## src/rtl/sym_pwm_pkg.sv

```systemverilog
package sym_pwm_pkg;
    typedef enum logic [1:0] {CAR_INIT, CAR_UP, CAR_DN} car_st_t;
    typedef enum logic [1:0] {DT_LO_ON, DT_GAP_HI, DT_HI_ON, DT_GAP_LO} dt_st_t;
endpackage

```

## src/rtl/sym_car_cnt.sv

```systemverilog
module sym_car_cnt
    import sym_pwm_pkg::*;
#(
    parameter int CW = 12,
    parameter int NW = 4
) (
    input  logic          clk,
    input  logic          rst_n,
    input  logic [CW-1:0] shd_period,
    input  logic [CW-1:0] shd_cmp,
    input  logic [CW-1:0] shd_phase,
    input  logic          shd_phase_dn,
    input  logic [NW-1:0] hold_n,
    output logic [CW-1:0] cnt,
    output logic [CW-1:0] act_per,
    output logic [CW-1:0] act_cmp,
    output logic          sync_pulse
);
    localparam logic [CW-1:0] ONE = {{(CW-1){1'b0}}, 1'b1};

    car_st_t       st, st_n;
    logic [CW-1:0] cnt_n, ld_per, ld_ph;
    logic [NW-1:0] hc, hc_n, n_m1;
    car_st_t       ld_st;
    logic          valley, peak_hit, load;

    always_comb begin
        ld_per   = (shd_period == '0) ? ONE : shd_period;
        ld_ph    = (shd_phase > ld_per) ? ld_per : shd_phase;
        if (ld_ph == '0)          ld_st = CAR_UP;
        else if (ld_ph == ld_per) ld_st = CAR_DN;
        else                      ld_st = shd_phase_dn ? CAR_DN : CAR_UP;
        n_m1     = (hold_n == '0) ? '0 : hold_n - 1'b1;
        valley   = (st == CAR_DN) && (cnt <= ONE);
        peak_hit = (st == CAR_UP) && ({1'b0, cnt} + 1'b1 >= {1'b0, act_per});
        load     = (st == CAR_INIT) || (valley && (hc >= n_m1));
    end

    always_comb begin
        st_n  = st;
        cnt_n = cnt;
        hc_n  = hc;
        unique case (st)
            CAR_INIT: ;
            CAR_UP: begin
                if (peak_hit) begin
                    cnt_n = act_per;
                    st_n  = CAR_DN;
                end else begin
                    cnt_n = cnt + 1'b1;
                end
            end
            CAR_DN: begin
                if (cnt <= ONE) begin
                    cnt_n = '0;
                    st_n  = CAR_UP;
                    hc_n  = hc + 1'b1;
                end else begin
                    cnt_n = cnt - 1'b1;
                end
            end
            default: st_n = CAR_INIT;
        endcase
        if (load) begin
            cnt_n = ld_ph;
            st_n  = ld_st;
            hc_n  = '0;
        end
    end

    always_ff @(posedge clk or negedge rst_n) begin
        if (!rst_n) begin
            st  <= CAR_INIT;
            cnt <= '0;
            hc  <= '0;
        end else begin
            st  <= st_n;
            cnt <= cnt_n;
            hc  <= hc_n;
        end
    end

    always_ff @(posedge clk or negedge rst_n) begin
        if (!rst_n) begin
            act_per    <= ONE;
            act_cmp    <= '0;
            sync_pulse <= 1'b0;
        end else begin
            sync_pulse <= valley;
            if (load) begin
                act_per <= ld_per;
                act_cmp <= shd_cmp;
            end
        end
    end


    cnt_bound_chk: assert property (@(posedge clk) disable iff (!rst_n)
        cnt <= act_per);

    down_step_chk: assert property (@(posedge clk) disable iff (!rst_n)
        (st == CAR_DN && cnt > ONE) |=> (cnt == $past(cnt) - 1'b1));

    load_at_sync_chk: assert property (@(posedge clk) disable iff (!rst_n)
        (act_per != $past(act_per) || act_cmp != $past(act_cmp))
            |-> (sync_pulse || $past(st) == CAR_INIT));

    sync_width_chk: assert property (@(posedge clk) disable iff (!rst_n)
        sync_pulse |=> !sync_pulse);
endmodule

```

## src/rtl/sym_dt_fsm.sv

```systemverilog
module sym_dt_fsm
    import sym_pwm_pkg::*;
#(
    parameter int DW = 6
) (
    input  logic          clk,
    input  logic          rst_n,
    input  logic          pwm_raw,
    input  logic [DW-1:0] dead_cyc,
    output logic          gate_hi,
    output logic          gate_lo
);
    dt_st_t        st, st_n;
    logic [DW-1:0] dtc, dtc_n;
    logic          gap_done;

    always_comb begin
        gap_done = ({1'b0, dtc} + 1'b1) >= {1'b0, dead_cyc};
        st_n  = st;
        dtc_n = dtc + 1'b1;
        unique case (st)
            DT_LO_ON:  if (pwm_raw) begin st_n = DT_GAP_HI; dtc_n = '0; end
            DT_HI_ON:  if (!pwm_raw) begin st_n = DT_GAP_LO; dtc_n = '0; end
            DT_GAP_HI: begin
                if (!pwm_raw)     begin st_n = DT_GAP_LO; dtc_n = '0; end
                else if (gap_done) st_n = DT_HI_ON;
            end
            DT_GAP_LO: begin
                if (pwm_raw)      begin st_n = DT_GAP_HI; dtc_n = '0; end
                else if (gap_done) st_n = DT_LO_ON;
            end
            default: begin st_n = DT_GAP_LO; dtc_n = '0; end
        endcase
    end

    always_ff @(posedge clk or negedge rst_n) begin
        if (!rst_n) begin
            st  <= DT_GAP_LO;
            dtc <= '0;
        end else begin
            st  <= st_n;
            dtc <= dtc_n;
        end
    end

    always_comb begin
        gate_hi = (st == DT_HI_ON);
        gate_lo = (st == DT_LO_ON);
    end


    no_overlap_chk: assert property (@(posedge clk) disable iff (!rst_n)
        !(gate_hi && gate_lo));

    hi_after_lo_chk: assert property (@(posedge clk) disable iff (!rst_n)
        $rose(gate_hi) |-> !$past(gate_lo));

    lo_after_hi_chk: assert property (@(posedge clk) disable iff (!rst_n)
        $rose(gate_lo) |-> !$past(gate_hi));

    hi_needs_raw_chk: assert property (@(posedge clk) disable iff (!rst_n)
        $rose(gate_hi) |-> $past(pwm_raw));
endmodule

```

## src/rtl/sym_pwm_gen.sv

```systemverilog
module sym_pwm_gen
    import sym_pwm_pkg::*;
#(
    parameter int CW = 12,
    parameter int NW = 4,
    parameter int DW = 6
) (
    input  logic          clk,
    input  logic          rst_n,
    input  logic [CW-1:0] shd_period,
    input  logic [CW-1:0] shd_cmp,
    input  logic [CW-1:0] shd_phase,
    input  logic          shd_phase_dn,
    input  logic [NW-1:0] hold_n,
    input  logic [DW-1:0] dead_cyc,
    output logic          gate_hi,
    output logic          gate_lo,
    output logic          sync_pulse
);
    logic [CW-1:0] cnt, act_per, act_cmp;
    logic          pwm_raw;

    sym_car_cnt #(.CW(CW), .NW(NW)) u_car (
        .clk(clk), .rst_n(rst_n),
        .shd_period(shd_period), .shd_cmp(shd_cmp),
        .shd_phase(shd_phase), .shd_phase_dn(shd_phase_dn),
        .hold_n(hold_n), .cnt(cnt), .act_per(act_per),
        .act_cmp(act_cmp), .sync_pulse(sync_pulse)
    );

    always_comb pwm_raw = (act_cmp >= act_per) || (cnt < act_cmp);

    sym_dt_fsm #(.DW(DW)) u_dt (
        .clk(clk), .rst_n(rst_n), .pwm_raw(pwm_raw),
        .dead_cyc(dead_cyc), .gate_hi(gate_hi), .gate_lo(gate_lo)
    );


    zero_cmp_off_chk: assert property (@(posedge clk) disable iff (!rst_n)
        (act_cmp == '0 && $past(act_cmp) == '0) |-> !$rose(gate_hi));
endmodule

```

## config.mk

```make
export PLATFORM = sky130hd
export DESIGN_NAME = sym_pwm_gen
export DESIGN_NICKNAME = d
export VERILOG_FILES = /design/src/rtl/sym_pwm_pkg.sv /design/src/rtl/sym_car_cnt.sv /design/src/rtl/sym_dt_fsm.sv /design/src/rtl/sym_pwm_gen.sv
export SDC_FILE = /design/constraint.sdc
export NUM_CORES = 1
export LEC_CHECK = 0
export BUFFER_PORTS_ARGS = -buffer_cell sky130_fd_sc_hd__buf_2
export CAP_MARGIN = 20
export CORE_MARGIN = 1.5
export CORE_UTILIZATION = 45
export CTS_CLUSTER_DIAMETER = 100
export DETAILED_ROUTE_END_ITERATION = 6
export GPL_TIMING_DRIVEN = 0
export SYNTH_ARGS = -nofsm -noshare
export SYNTH_HDL_FRONTEND = slang
export SYNTH_SLANG_ARGS = --single-unit
```

## constraint.sdc

```tcl
create_clock -name clk -period 4.05 [get_ports clk]
set_clock_uncertainty 0.05 [all_clocks]
set_input_delay 0.405 -clock clk [delete_from_list [all_inputs] [get_ports clk]]
set_output_delay 0.405 -clock clk [all_outputs]
set_load 0.03 [all_outputs]
```

== Yosys cells after proc, flatten, opt, wreduce, memory -nomap -nowiden ==
Index checks and enable logic that the tools add are counted.
Cells by class
  add/subtract/negate cells: 7
  $lt $le $gt $ge: 7
  equal/unequal tests: 13
  multiplexer cells: 27
  reduce and logical (&&, ||, !) cells: 18
Operators by type and width (count)
  $mux W12: 5
  $logic_not A12 Y1: 2
  $mux W2: 12
  $pmux W12 S2: 1
  $mux W4: 4
  $add A12 B1 Y13 const B: 1
  $ge A13 B12 Y1: 1
  $add A12 B1 Y12 const B: 1
  $eq A12 B12 Y1: 1
  $ge A12 B12 Y1: 1
  $gt A12 B12 Y1: 1
  $le A12 B1 Y1 const B: 1
  $lt A12 B12 Y1: 1
  $mux W6: 2
  $pmux W6 S2: 1
  $sub A12 B1 Y12 const B: 1
  $pmux W2 S4: 1
  $add A6 B1 Y7 const B: 1
  $ge A7 B6 Y1: 1
  $add A6 B1 Y6 const B: 1
  $eq A2 B2 Y1 const B: 3
  $ne A3 B1 Y1 const B: 2
  $pmux W2 S3: 1
  $add A4 B1 Y4 const B: 1
  17 further kinds: 25
Word-level totals
  bits in registers: 51
  output and inout port bits: 3

== Longest topological paths before layout ==
  depth after elaboration: 8
  mapped depth: 14
  mapped depth without buffers: 13

== By module ==
From an unflattened synthesis, not the netlist that was laid out.
Second synthesis, totals
  cells, all modules: 562
  area total of the unflattened synthesis: 4790.8 sq um
Modules (own cells, without submodules)
  sym_car_cnt: times used 1, cells each 422, area an instance 3627.2 sq um, seq. area each 1077.3 sq um
  sym_dt_fsm: times used 1, cells each 60, area an instance 605.6 sq um, seq. area each 202.7 sq um
  sym_pwm_gen: times used 1, cells each 80, area an instance 558.0 sq um, seq. area each 0.0 sq um

== Least setup slack after synthesis ==
Ideal clock, no wire load.
  path kind: register to register
  start: register u_car.cnt[0]
  end: register u_car.cnt[0]
  library setup time: 125 ps
  arrival: 2840 ps
  data required time: 3875 ps
  path slack: 1035 ps
  cell stages (with the launch flop): 13
  buffers on the path: 0
  cells stage by stage: dfrtp_1 > ha_1 > nand3_2 > nor2_1 > xor2_1 > ha_1 > a2111oi_0 > o21ai_0 > a41o_2 > a31oi_1 > nor2b_1 > o31ai_1 > mux2_2
On the way
  cells in the longest elaborated chain, start to end: 6
Ends and longest elaborated chain
  start, declared: line sym_car_cnt.sv:14  | output logic [CW-1:0] cnt,
  start signal, assigned: line sym_car_cnt.sv:78  | cnt <= cnt_n;
  $add A12 B1 Y13: line sym_car_cnt.sv:35  | peak_hit = (st == CAR_UP) && ({1'b0, cnt} + 1'b1 >= {1'b0, act_per});
  $ge A13 B12 Y1: line sym_car_cnt.sv:35
  $logic_and A1 B1 Y1: line sym_car_cnt.sv:35
  $mux W12: line sym_car_cnt.sv:46  | if (peak_hit) begin
  $pmux W12 S2: line sym_car_cnt.sv:43  | unique case (st)
  $mux W12: line sym_car_cnt.sv:64  | if (load) begin
Several ways; a longest one is shown, not always the timed one.
A chain may end at the register's enable or synchronous reset.

== Final worst setup path ==
  start: register u_car.cnt[0]
  end: register u_car.cnt[4]
The elaborated chain is that of the path after synthesis.

==> run summary <==
status - complete, no violations
Pre-antenna DRT Iters - 5
TritonCTS Buffers - 5
Routed WL - 11.4 mm
Die W - 105 um
hold buffers post-CTS - 0
GR Overflow Total - 0
number of synthesized flops with an enable pin - 0
post-synthesis sequential element count - 51
synthesized netlist cell count - 533
Setup Crit Path Kind - reg -> reg
CTS root buf - clkbuf_8
Reg2Reg Setup Slack - 0.40 ns
RSZ-0062 raised after global routing - no
RePlAce Congestion - 0.968
Post-DP HPWL - 9.38 mm
DR DRC count - 0
die area - 11,000 um^2
post-synth cell types - 61
crit path launch type - flip-flop
Final min period - 3.65 ns
first-pass GRT wire length - 19.1 mm
port bufs - 51
static leakage - 2.56 nW
Top FF cell, synth - dfrtp_1
Area Growth Syn to Fin - 11.8%
Rel. slew slack - 50.1%
1st-iter DRT viols - 257
Die Y - 105 um
Worst EP arrival - 3.80 ns
Final Hold Violating Endpoints - 0
net count after synthesis - 648
H-tree depth - 2
max-slew violations - 0
initial antenna violation count - 0
worst ir drop on vdd - 202 uV
Worst-Margin Slew - 0.738 ns
post-CTS setup buffer count - 0
clk buf depth - 2
Worst Hold Class - in -> async
clock slew at reported path FFs - 0.10 ns
Max Cap Viol - 0
async set-reset flop share out of synthesis - 100%
vias per inst - 5.63
setup violators final - 0
Starting Density - 47.0%
Critical Path RT - 4.20 ns
largest net degree at the start of global routing - 28
Total Routing Usage GR - 21.3%
reg2reg start - u_car.cnt[0]
Total Power - 1.29 mW
cell area after synthesis - 4660 um^2
Nets - 707
worst r2r dst - u_car.cnt[4]
vias in the first global route - 4,046
Final ANT Viol Nets - 0
Skew-Pair Late Insertion Delay - 0.31 ns
Seq/Total Area, Yosys - 27.5%
total of warnings raised by yosys - 0
# rows - 36
I/O pins - 52
Crit Path Max Fanout - 10
clock sinks - 51
Final period util - 90.1%
Core ar. - 9910 um^2
Critical Path Sink Type - flip-flop
total vias in the final route - 4,085
layout cells sized above 1 - 18.7%
fmax - 0.274 GHz
wire length per cell - 15.6 um
setup TNS - 0 ns
Post-Syn Area per Cell - 8.74 um^2
clock tree from TritonCTS - done
n_diodes - 0
power per cell area - 248 nW/um^2
FF-to-FF path depth - 13
-- Yosys cell counts, types with 4 or more instances --
cell / count / area (um^2)
xnor2_1: 8 / 70.1
o21ai_0: 28 / 140
ha_1: 66 / 826
nand2_1: 41 / 154
mux2_2: 15 / 169
nor3_1: 7 / 35.0
inv_1: 54 / 203
nor2b_1: 8 / 50.1
o221ai_1: 4 / 35.0
a31oi_1: 6 / 37.5
xor2_1: 22 / 193
clkbuf_1: 8 / 30.0
o211ai_1: 10 / 75.1
nand3_1: 14 / 70.1
buf_2: 4 / 20.0
nor2_1: 36 / 135
o2111ai_1: 4 / 35.0
nor4_1: 7 / 43.8
o22ai_1: 4 / 25.0
nand4_1: 9 / 56.3
mux2i_1: 12 / 120
dfrtp_1: 48 / 1200
nand2b_1: 7 / 43.8
a21oi_1: 36 / 180
and2_1: 6 / 37.5
clkbuf_8: 5 / 68.8
o221a_2: 10 / 113
-- area by class of cell --
cell class                 instances  area [um^2]
fill                             983         4700
multi-input combinational        407         3040
sequential                        51         1280
timing repair buffer              52          275
inverter                          54          203
tap                              133          166
buffer                            21          143
clock buffer                       7         96.3
clock inverter                     1         7.51
-- flip-flops by register name, summed over array words and instances, names as in the netlist --
name	flops
u_car.sync_pulse	1
u_dt.st	2
u_car.st	2
u_car.act_per	12
u_car.hc	4
u_dt.dtc	6
u_car.cnt	12
u_car.act_cmp	12
-- logic make-up (layout without fill, tap and decap cells) --
| group | count (synthesis) | after routing | synth area share [%] |
|---|---|---|---|
| AO/OA/AOI/OAI | 129 | 129 | 18.4 |
| adder cells (fa/ha/maj) | 66 | 66 | 17.7 |
| XOR/XNOR | 31 | 31 | 5.99 |
| AND/OR/NAND/NOR | 153 | 153 | 16.5 |
| buffers and inverters | 75 | 135 | 7.41 |
| flip-flops | 51 | 51 | 27.5 |
| multiplexers | 28 | 28 | 6.44 |
-- per-layer routing --
layer  up-vias  GRT usage (%)  wire length [um]
li1       2026              -                 -
met1      1961           28.1              5340
met2        89           37.5              5490
met3         9           2.56               418
met4         0           4.11               108
met5         -              0                 0
-- worst max-delay path: stages (launching register included) --
cell and delay, ns:
dfrtp_1 0.55, ha_1 0.26, nand3_2 0.15, nor2_1 0.18, xor2_1 0.23, ha_1 0.29, a2111oi_0 0.42, o21ai_0 0.18
a41o_2 0.31, a21oi_2 0.19, buf_6 0.20, mux2i_1 0.23, o221ai_1 0.15, o221a_2 0.16
-- worst max path at each step --
stage | startpoint | cells past startpoint | end | slack [ns]
after detailed placement | u_car.cnt[0] | 12 | u_car.cnt[0] | 0.34
final | u_car.cnt[0] | 13 | u_car.cnt[4] | 0.40
after global placement | u_car.cnt[0] | 12 | u_car.cnt[0] | 0.34
after floorplan | u_car.cnt[0] | 12 | u_car.cnt[0] | 1.04
after global routing | u_car.cnt[0] | 13 | u_car.cnt[4] | 0.12
after CTS | u_car.cnt[0] | 12 | u_car.cnt[0] | 0.31
-- metrics by stage --
step	setup WS (ns)	utilization, %	instances	hold slack [ns]	cell area, um^2
finish	0.400	52.6	726	0.0344	5210
global route	0.116	52.6	726	0.0832	5210
CTS	0.312	52.5	726	0.0510	5210
detailed placement	0.342	51.5	718	0.393	5100
global placement	0.340	51.3	717	0.440	5080
floorplan	1.04	-	533	0.0594	4660
-- report_power, final --
group          switching (mW)  internal, mW
Sequential             0.0303         0.543
Clock                   0.173         0.156
Combinational           0.226         0.165
-- timing repair --
| item | in CTS | in global routing |
|---|---|---|
| gates resized for setup | 0 | 1 |
| endpoints found under the hold margin | 0 | 0 |
| endpoints found under the setup margin | 0 | 1 |
-- layout by cell type (no fill, tap or decap), drive strengths merged, types with 4 or more instances in the layout --
| cell | instances |
|---|---|
| a21oi | 38 |
| a31oi | 6 |
| and2 | 6 |
| buf | 59 |
| clkbuf | 21 |
| dfrtp | 48 |
| ha | 66 |
| inv | 54 |
| mux2 | 16 |
| mux2i | 12 |
| nand2 | 41 |
| nand2b | 7 |
| nand3 | 15 |
| nand4 | 10 |
| nor2 | 36 |
| nor2b | 8 |
| nor3 | 8 |
| nor4 | 7 |
| o2111ai | 4 |
| o211ai | 10 |
| o21ai | 30 |
| o221a | 10 |
| o221ai | 4 |
| o22ai | 4 |
| xnor2 | 9 |
| xor2 | 22 |
No activity file was read; power rests on OpenSTA's default activity.
